## src/rtl/mss_pkg.sv

```systemverilog
package mss_pkg;
    typedef enum logic [1:0] {
        HS_IDLE  = 2'd0,
        HS_WAIT  = 2'd1,
        HS_PULSE = 2'd2,
        HS_HOLD  = 2'd3
    } hs_state_t;
endpackage

```

## src/rtl/mss_hs_edge.sv

```systemverilog
module mss_hs_edge (
    input  logic clk,
    input  logic rst,
    input  logic char_en,
    input  logic hs_in,
    output logic rise
);
    logic hs_prev;

    always_ff @(posedge clk) begin
        if (rst)
            hs_prev <= 1'b0;
        else if (char_en)
            hs_prev <= hs_in;
    end

    assign rise = char_en & hs_in & ~hs_prev;
endmodule

```

## src/rtl/mss_char_cnt.sv

```systemverilog
module mss_char_cnt #(
    parameter int CNT_W = 8
) (
    input  logic             clk,
    input  logic             rst,
    input  logic             char_en,
    input  logic             clear,
    output logic [CNT_W-1:0] count
);
    localparam logic [CNT_W-1:0] CNT_MAX = '1;

    always_ff @(posedge clk) begin
        if (rst)
            count <= '0;
        else if (char_en) begin
            if (clear)
                count <= '0;
            else if (count != CNT_MAX)
                count <= count + CNT_W'(1);
        end
    end

    // one step per enabled character below saturation
    assert_count_step_R2: assert property (@(posedge clk) disable iff (rst)
        (char_en && !clear && count != CNT_MAX) |=> count == $past(count) + CNT_W'(1));

    // no enable, no movement
    assert_count_hold_R9: assert property (@(posedge clk) disable iff (rst)
        !char_en |=> $stable(count));
endmodule

```

## src/rtl/mss_hfsm.sv

```systemverilog
module mss_hfsm
    import mss_pkg::*;
#(
    parameter int CNT_W   = 8,
    parameter int H_DELAY = 2,
    parameter int H_WIDTH = 4
) (
    input  logic             clk,
    input  logic             rst,
    input  logic             char_en,
    input  logic             hs_in,
    input  logic             rise,
    input  logic [CNT_W-1:0] count,
    output logic             pulse,
    output logic             line_start
);
    localparam logic [CNT_W:0] START_K = (CNT_W+1)'(H_DELAY);
    localparam logic [CNT_W:0] STOP_K  = (CNT_W+1)'(H_DELAY + H_WIDTH);

    hs_state_t      state, state_nxt;
    logic [CNT_W:0] k_next;

    assign k_next = rise ? '0 : ({1'b0, count} + (CNT_W+1)'(1));

    always_comb begin
        state_nxt = state;
        if (char_en) begin
            if (rise)
                state_nxt = (H_DELAY == 0) ? HS_PULSE : HS_WAIT;
            else if (!hs_in)
                state_nxt = HS_IDLE;
            else begin
                unique case (state)
                    HS_IDLE:  state_nxt = HS_IDLE;
                    HS_WAIT:  if (k_next == START_K) state_nxt = HS_PULSE;
                    HS_PULSE: if (k_next == STOP_K)  state_nxt = HS_HOLD;
                    HS_HOLD:  state_nxt = HS_HOLD;
                endcase
            end
        end
    end

    always_ff @(posedge clk) begin
        if (rst)
            state <= HS_IDLE;
        else
            state <= state_nxt;
    end

    always_ff @(posedge clk) begin
        if (rst)
            pulse <= 1'b0;
        else
            pulse <= (state_nxt == HS_PULSE);
    end

    assign line_start = char_en && (state_nxt == HS_PULSE) && (state != HS_PULSE);

    // a low CRTC sample ends any monitor pulse
    assert_low_ends_R5: assert property (@(posedge clk) disable iff (rst)
        (char_en && !hs_in) |=> !pulse);

    // the pulse only ever comes out of the waiting state or a zero delay
    assert_no_early_R6: assert property (@(posedge clk) disable iff (rst)
        $rose(pulse) |-> ($past(state) == HS_WAIT || H_DELAY == 0));
endmodule

```

## src/rtl/mss_vs_align.sv

```systemverilog
module mss_vs_align (
    input  logic clk,
    input  logic rst,
    input  logic take,
    input  logic vs_in,
    output logic vs_out
);
    always_ff @(posedge clk) begin
        if (rst)
            vs_out <= 1'b0;
        else if (take)
            vs_out <= vs_in;
    end
endmodule

```

## src/rtl/mon_sync_shaper.sv

```systemverilog
module mon_sync_shaper #(
    parameter int CNT_W   = 8,
    parameter int H_DELAY = 2,
    parameter int H_WIDTH = 4
) (
    input  logic             clk,
    input  logic             rst,
    input  logic             char_en,
    input  logic             crtc_hs,
    input  logic             crtc_vs,
    output logic             mon_hs,
    output logic             mon_vs,
    output logic             csync_n,
    output logic [CNT_W-1:0] char_pos
);
    localparam logic [CNT_W-1:0] POS_START = CNT_W'(H_DELAY);
    localparam logic [CNT_W-1:0] POS_STOP  = CNT_W'(H_DELAY + H_WIDTH);

    logic hs_rise;
    logic line_start;

    mss_hs_edge u_edge (
        .clk     (clk),
        .rst     (rst),
        .char_en (char_en),
        .hs_in   (crtc_hs),
        .rise    (hs_rise)
    );

    mss_char_cnt #(.CNT_W(CNT_W)) u_cnt (
        .clk     (clk),
        .rst     (rst),
        .char_en (char_en),
        .clear   (hs_rise),
        .count   (char_pos)
    );

    mss_hfsm #(.CNT_W(CNT_W), .H_DELAY(H_DELAY), .H_WIDTH(H_WIDTH)) u_fsm (
        .clk        (clk),
        .rst        (rst),
        .char_en    (char_en),
        .hs_in      (crtc_hs),
        .rise       (hs_rise),
        .count      (char_pos),
        .pulse      (mon_hs),
        .line_start (line_start)
    );

    mss_vs_align u_vs (
        .clk    (clk),
        .rst    (rst),
        .take   (line_start),
        .vs_in  (crtc_vs),
        .vs_out (mon_vs)
    );

    assign csync_n = ~(mon_hs ^ mon_vs);

    // reset leaves every sync inactive
    assert_reset_idle_R1: assert property (@(posedge clk)
        rst |=> (!mon_hs && !mon_vs && char_pos == '0));

    // the monitor pulse rises only at the delay count
    assert_start_pos_R3: assert property (@(posedge clk) disable iff (rst)
        $rose(mon_hs) |-> char_pos == POS_START);

    // the monitor pulse lies inside the clip window
    assert_clip_window_R4: assert property (@(posedge clk) disable iff (rst)
        mon_hs |-> (char_pos >= POS_START && char_pos < POS_STOP));

    // vertical sync moves only at a line boundary
    assert_vs_aligned_R7: assert property (@(posedge clk) disable iff (rst)
        !$stable(mon_vs) |-> $rose(mon_hs));
endmodule

```

## config.mk

```make
export PLATFORM = sky130hd
export DESIGN_NAME = mon_sync_shaper
export DESIGN_NICKNAME = d
export VERILOG_FILES = /design/src/rtl/mss_pkg.sv /design/src/rtl/mss_hs_edge.sv /design/src/rtl/mss_char_cnt.sv /design/src/rtl/mss_hfsm.sv /design/src/rtl/mss_vs_align.sv /design/src/rtl/mon_sync_shaper.sv
export SDC_FILE = /design/constraint.sdc
export NUM_CORES = 1
export LEC_CHECK = 0
export BUFFER_PORTS_ARGS = -buffer_cell sky130_fd_sc_hd__buf_2
export CAP_MARGIN = 20
export CORE_UTILIZATION = 56
export CTS_CLUSTER_SIZE = 12
export DETAILED_ROUTE_END_ITERATION = 12
export GPL_TIMING_DRIVEN = 0
export PLACE_DENSITY = 0.78
export RECOVER_POWER = 25
export SYNTH_ARGS = -nofsm -noshare
export SYNTH_HDL_FRONTEND = slang
export SYNTH_SLANG_ARGS = --single-unit
```

## constraint.sdc

```tcl
create_clock -name clk -period 3.3 [get_ports clk]
set_clock_uncertainty 0.1 [all_clocks]
set_input_delay 0.99 -clock clk [delete_from_list [all_inputs] [get_ports clk]]
set_output_delay 0.99 -clock clk [all_outputs]
set_load 0.01 [all_outputs]
```

# Yosys cells after proc, flatten, opt, wreduce, memory -nomap -nowiden
# Index checks and enable logic that the tools add are counted.
# word_totals
reg_bits,13
wordCells,34
# op_classes
n_eq_ne,8
n_bitwise,5
n_reduce_logical,5
n_mux,9
add_sub_neg,2
# op_table
op,count
8-bit two-way mux,2
2-bit two-way mux,5
"8-bit by 1-bit adder with 9-bit output, second input constant",1
"9-bit by 2-bit equality test with 1-bit output, second input constant",1
"9-bit by 3-bit equality test with 1-bit output, second input constant",1
9-bit two-way mux,1
"8-bit by 1-bit adder with 8-bit output, second input constant",1
"8-bit inequality test, second input constant",1
2-bit one-hot mux with 4 select lines,1
"2-bit equality test, second input constant",3
1-bit bitwise AND,2
"2-bit by 1-bit equality test with 1-bit output, second input constant",1
1-bit logical AND,2
2-bit logical NOT,1
"2-bit inequality test, second input constant",1
1-bit NOT,2
2-bit AND reduction,1
2-bit nonzero test,1
1-bit XOR,1

# Depth between registers and ports, before layout
# depth
word_depth,12
ltp_mapped,8
depth_no_buf,7

# Cells and area by module
# Synthesis repeated with hierarchy kept, for this count alone.
# unflattened
hier_cells,98
hier_area_um2,878.3
# by_module_without_submodules
mod,seq_area_each_um2,n_inst,cells_each,area_each_um2
mss_char_cnt,160.2,1,53,484.2
mss_hfsm,60.1,1,36,309.0
mss_hs_edge,20.0,1,5,42.5
mss_vs_align,20.0,1,3,33.8
mon_sync_shaper,0.0,1,1,8.8

# Least setup slack after synthesis
# No wires, ideal clock.
# synth_path
path_type,input-to-reg
start,in crtc_hs
end,reg u_vs.vs_out
arrival_ps,2068
path_buffers,0
required_ps,3128
path_stages,6
setup_slack_ps,1061
path_cell_list,nand3b_1 > nand3_1 > a21oi_2 > a31oi_2 > nor4_2 > mux2i_1
# synth_via
elab_chain_len,12
word_cells_on_any_way,14
cone_classes,eq/ne: 3; mux: 7; bitwise: 2; reduce/logical: 2
# synth_lines
item,line,text
start: declaration,mon_sync_shaper.sv:9,"input logic crtc_hs,"
1-bit bitwise AND (2 in a row),mss_hs_edge.sv:17,assign rise = char_en & hs_in & ~hs_prev;
9-bit two-way mux,mss_hfsm.sv:23,"assign k_next = rise ? '0 : ({1'b0, count} + (CNT_W+1)'(1));"
9-bit by 3-bit equality test with 1-bit output / 9-bit by 2-bit equality test with 1-bit output (equally long branches),"mss_hfsm.sv:36, mss_hfsm.sv:35",
"2-bit two-way mux, on equally long branches","mss_hfsm.sv:36, mss_hfsm.sv:35",
2-bit one-hot mux with 4 select lines,mss_hfsm.sv:33,unique case (state)
2-bit two-way mux,mss_hfsm.sv:30,else if (!hs_in)
2-bit two-way mux *,mss_hfsm.sv:28,if (rise)
2-bit two-way mux *,mss_hfsm.sv:27,if (char_en) begin
2-bit equality test *,mss_hfsm.sv:57,assign line_start = char_en && (state_nxt == HS_PULSE) && (state != HS_PULSE);
1-bit logical AND * (2 in a row),mss_hfsm.sv:57,
end signal: assignment,mss_vs_align.sv:12,vs_out <= vs_in;
end: declaration,mss_vs_align.sv:6,output logic vs_out
# Mark *: on every way between the ends. The rest lies on a longest branch, timed or not.
# A chain may end at the register's enable or synchronous reset.

# Final worst setup path
# layout_path
start,reg u_cnt.count[0]
end,reg u_vs.vs_out
# layout_via
elab_chain_len,11
word_cells_on_any_way,13
cone_classes,add/sub: 1; eq/ne: 3; mux: 7; reduce/logical: 2
# layout_lines
item,line,text
start: declaration,mss_char_cnt.sv:8,output logic [CNT_W-1:0] count
start signal: assignment,mss_char_cnt.sv:19,count <= count + CNT_W'(1);
8-bit by 1-bit adder with 9-bit output *,mss_hfsm.sv:23,
9-bit two-way mux *,mss_hfsm.sv:23,
9-bit by 3-bit equality test with 1-bit output / 9-bit by 2-bit equality test with 1-bit output (equally long branches),"mss_hfsm.sv:36, mss_hfsm.sv:35",
"2-bit two-way mux, on equally long branches","mss_hfsm.sv:36, mss_hfsm.sv:35",
2-bit one-hot mux with 4 select lines *,mss_hfsm.sv:33,
2-bit two-way mux *,mss_hfsm.sv:30,
2-bit two-way mux *,mss_hfsm.sv:28,
2-bit two-way mux *,mss_hfsm.sv:27,
2-bit equality test *,mss_hfsm.sv:57,
1-bit logical AND * (2 in a row),mss_hfsm.sv:57,
# Marked as above.

==> results.md <==
GRT:
- For this run the aggregate overflow at the end of global routing stands at 0.
- The first-pass GRT wire length is 2.98 mm.
- The global routing met1 resource utilization is 40.4%.
- In this run the most used layer during global routing was met1.
- The initial antenna violation count is 0.
- The routing usage on met3 is 5.00%.
- Entering global routing, the biggest net connects 11 pins.
- The number of global-route vias before repair is 675.
- Global routing used 27.9% of the available tracks.
- The routing usage on met2 is 39.5%.

Floorplan:
- Pin placement for this block handled 16 I/O pins.
- For this configuration, the core starts out at a cell density of 61.4%.
- The total area inside the core boundary comes to 1320 sq um.
- After floorplanning, the core was divided into 13 placement rows.
- The total die area is 1600 sq um.
- The floorplan step set the die width to 40.0 um.
- The floorplan die height is 40.0 um.

Clock tree:
- The post-CTS repair timing setup buffer count is 0.
- The tree is rooted in a sky130_fd_sc_hd__clkbuf_4.
- In this run the number of H-tree levels came out at 1.
- At the later pin of the worst-skew pair, clock insertion delay measures 0.28 ns.
- The count of cells resized by post-cts repair is 0.
- The number of sinks on the clock net is 13.
- The maximum buffer depth of the clock tree is 2.
- TritonCTS built the clock tree.
- TritonCTS created 3 clock buffers.
- Clock-pin slew was measured on the worst setup and hold paths at 0.09 ns.
- The hold buffer count at CTS is 0.

Finish:
- The number of fillers in the final layout is 120.
- The area overhead of the layout relative to synthesis is 14.4%.
- The library cells used most frequently in the layout, excluding fill and tap cells, are sky130_fd_sc_hd__a21oi_1 (14), sky130_fd_sc_hd__buf_2 (13), sky130_fd_sc_hd__dfxtp_1 (13).
- The number of antenna repair diodes is 0.
- The final core utilization is 70.3%.
- The sequential cell area is 260 sq um.
- The most frequent standard cell in the layout excluding fill and tap cells is sky130_fd_sc_hd__a21oi_1.
- At the end of the flow, the number of nets in the layout was 131.
- In the final layout, the multi-input gates occupy 510 sq um.
- In the final layout, the share of cells above drive strength 1 is 19.4%.

Detailed routing:
- Once detail routing completed, the nets flagged for antenna violations numbered 0.
- Detailed routing inserted a total of 883 vias.
- In the routed layout, each cell is associated on average with a via count of 6.35.
- Dividing the detail-routed wire length by the instance count gives 14.6 um.
- The post-route DRC violation count is 0.
- The total routed wirelength is 2.03 mm.
- The detailed router finished its first iteration with 60 violations.
- The number of optimization iterations in the first detailed-route pass is 4.

Synthesis:
- The netlist uses 36 different library cells.
- Summing every instance area after synthesis gives 810 sq um.
- The register area share after synthesis is 32.1%.
- The number of nets in the synthesized netlist is 111.
- After synthesis the netlist holds a flip-flop and latch count of 13.
- The post-synthesis instance total is 105.
- The primary flip-flop cell chosen by synthesis mapping is sky130_fd_sc_hd__dfxtp_1.
- For this run, asynchronously set or reset flops after synthesis account for 0%.
- In this run, synthesis inferred 0 flip-flops with an integrated enable.
- The post-synthesis average cell area is 7.71 sq um.
- The number of synthesis warnings is 0.

STA:
- Hold timing on the final database bottoms out at a slack of 0.407 ns.
- Based on the critical path, the design can be clocked at up to 407 MHz.
- The relative slew slack is 68.6%.
- Setup repair after global routing left no endpoint under its margin.
- The final hold violation count was 0.
- For the pin with the worst max-slew slack, the measured transition is 0.471 ns.
- The worst path in the final design needs a cycle of 2.46 ns, including I/O delays and setup.
- The setup slack of the critical path after layout is 0.843 ns.
- The share of the clock period used by the worst path after layout is 74.5%.
- The number of max-slew violations in the final report is 0.
- After routing, the total negative slack on setup checks comes to 0 ns.
- The setup violation total in the final timing report is 0.

Setup path:
- Of all nets on the critical path, the largest fanout is 9.
- In this run the critical register-to-register path is launched from u_cnt.count[0].
- The worst setup path is captured at a register.
- Data arrives at the worst endpoint at 2.56 ns.
- The slack of the worst reg-to-reg path is 0.84 ns.
- The worst register-to-register path has a depth of 8.
- The kind of critical path is reg2reg.
- The type of element launching the critical path is a register.
- At the worst endpoint, the required time is 3.40 ns.
- Among cell families on the critical path, the largest total delay comes from compound AO/OA/AOI/OAI gates.
- The count of buffer and inverter cells on the critical path is 1.
- The signal on the critical path passes through ha_1 > buf_4 > and4_1 > a21oi_1 > o311ai_2 > a31oi_2 > nor4_2 > mux2i_1.
- The reg-to-reg endpoint is u_vs.vs_out.
- For this design, the slowest cell found on the critical path is sky130_fd_sc_hd__dfxtp_1.
- In this design, the stage delay of the slowest critical-path cell is 0.51 ns.

Min path:
- The startpoint identified for the worst hold timing path is u_vs.vs_out.
- The worst hold endpoint is u_vs.vs_out.
- The worst hold path class is reg2reg.
- Along the worst hold path, the cell count comes to 2.

Place:
- The pre-CTS setup slack is 0.703 ns.
- The port buffer count is 15.
- Detailed placement finished with a half-perimeter wire length of 1.44 mm.
- The global placer's final weighted congestion is 0.917.

Pwr:
- Summed over all cells, the static leakage comes to 0.343 nW.
- The peak supply drop is 0.257 mV.
- Power spread over the standard cell area amounts to 328 nW/um^2.
- The total power consumption of the routed design is 304 uW.

Run:
- Max-cap violations in this run came to 0.

Outcome:
- The run finished with clean final reports.
==> power by group <==
group	internal [mW]	switching, mW	total (mW)
Clock	0.0469	0.0570	0.104
Sequential	0.160	0.00597	0.166
Combinational	0.0120	0.0218	0.0338
Total	0.219	0.0848	0.304
==> final cells by class <==
cell class | count | area share, %
inverter | 3 | 1.22
buffer | 5 | 2.97
sequential | 13 | 28.1
timing repair buffer | 15 | 7.70
tap | 15 | 2.03
multi-input combinational | 84 | 55.1
clock buffer | 4 | 2.84
==> kinds of logic after synthesis <==
| group | count (synthesis) | synth area share (%) |
|---|---|---|
| adder cells (fa/ha/maj) | 1 | 1.55 |
| buffers and inverters | 8 | 4.79 |
| flip-flops | 13 | 32.1 |
| multiplexers | 1 | 1.24 |
| AO/OA/AOI/OAI | 30 | 23.6 |
| XOR/XNOR | 3 | 3.25 |
| AND/OR/NAND/NOR | 49 | 33.4 |
==> flip-flops by register name, summed over array words and instances (netlist names) <==
name and count:
u_vs.vs_out 1, u_fsm.pulse 1, u_edge.hs_prev 1, u_fsm.state 2
u_cnt.count 8
==> synthesized netlist by cell type, drive strengths merged (3+ instances only) <==
cell type / count / area, sq um
and4: 3 / 26.3
a31oi: 4 / 31.3
dfxtp: 13 / 260
nand3: 5 / 30.0
nor3: 7 / 35.0
and3: 3 / 18.8
nor2: 9 / 33.8
o21ai: 5 / 25.0
nand4: 3 / 18.8
nand2: 10 / 37.5
buf: 3 / 20.0
inv: 3 / 11.3
a21oi: 15 / 78.8
==> worst max path at each step <==
stage	from	endpoint	slack [ns]	cells past startpoint
2_1_floorplan	crtc_hs	u_vs.vs_out	1.06	6
3_3_place_gp	char_en	u_vs.vs_out	0.69	7
3_5_place_dp	char_en	u_vs.vs_out	0.70	7
4_1_cts	u_cnt.count[0]	u_vs.vs_out	0.86	8
5_1_grt	u_cnt.count[0]	u_vs.vs_out	0.70	8
6_report	u_cnt.count[0]	u_vs.vs_out	0.84	8
==> metal layers <==
layer	part of all wire [%]	up-vias
li1	-	431
met1	45	392
met2	44	54
met3	9.4	6
met4	1.3	0
met5	0	-
==> metrics by stage <==
| stage | cells | cell area, sq um |
|---|---|---|
| final | 139 | 926 |
| after global routing | 139 | 926 |
| after CTS | 139 | 930 |
| after detailed placement | 135 | 903 |
| after global placement | 135 | 903 |
| after floorplan | 105 | 810 |
==> worst reg2reg max path: cells and delay by family, from the launching register on <==
family | cells | cell delay [ns]
buffers and inverters | 1 | 0.16
and+or+nand+nor | 2 | 0.59
AOI/OAI and AO/OA | 3 | 0.60
muxes | 1 | 0.22
adders and majority gates | 1 | 0.20
DFF | 1 | 0.51
(Power assumes the default switching activity.)
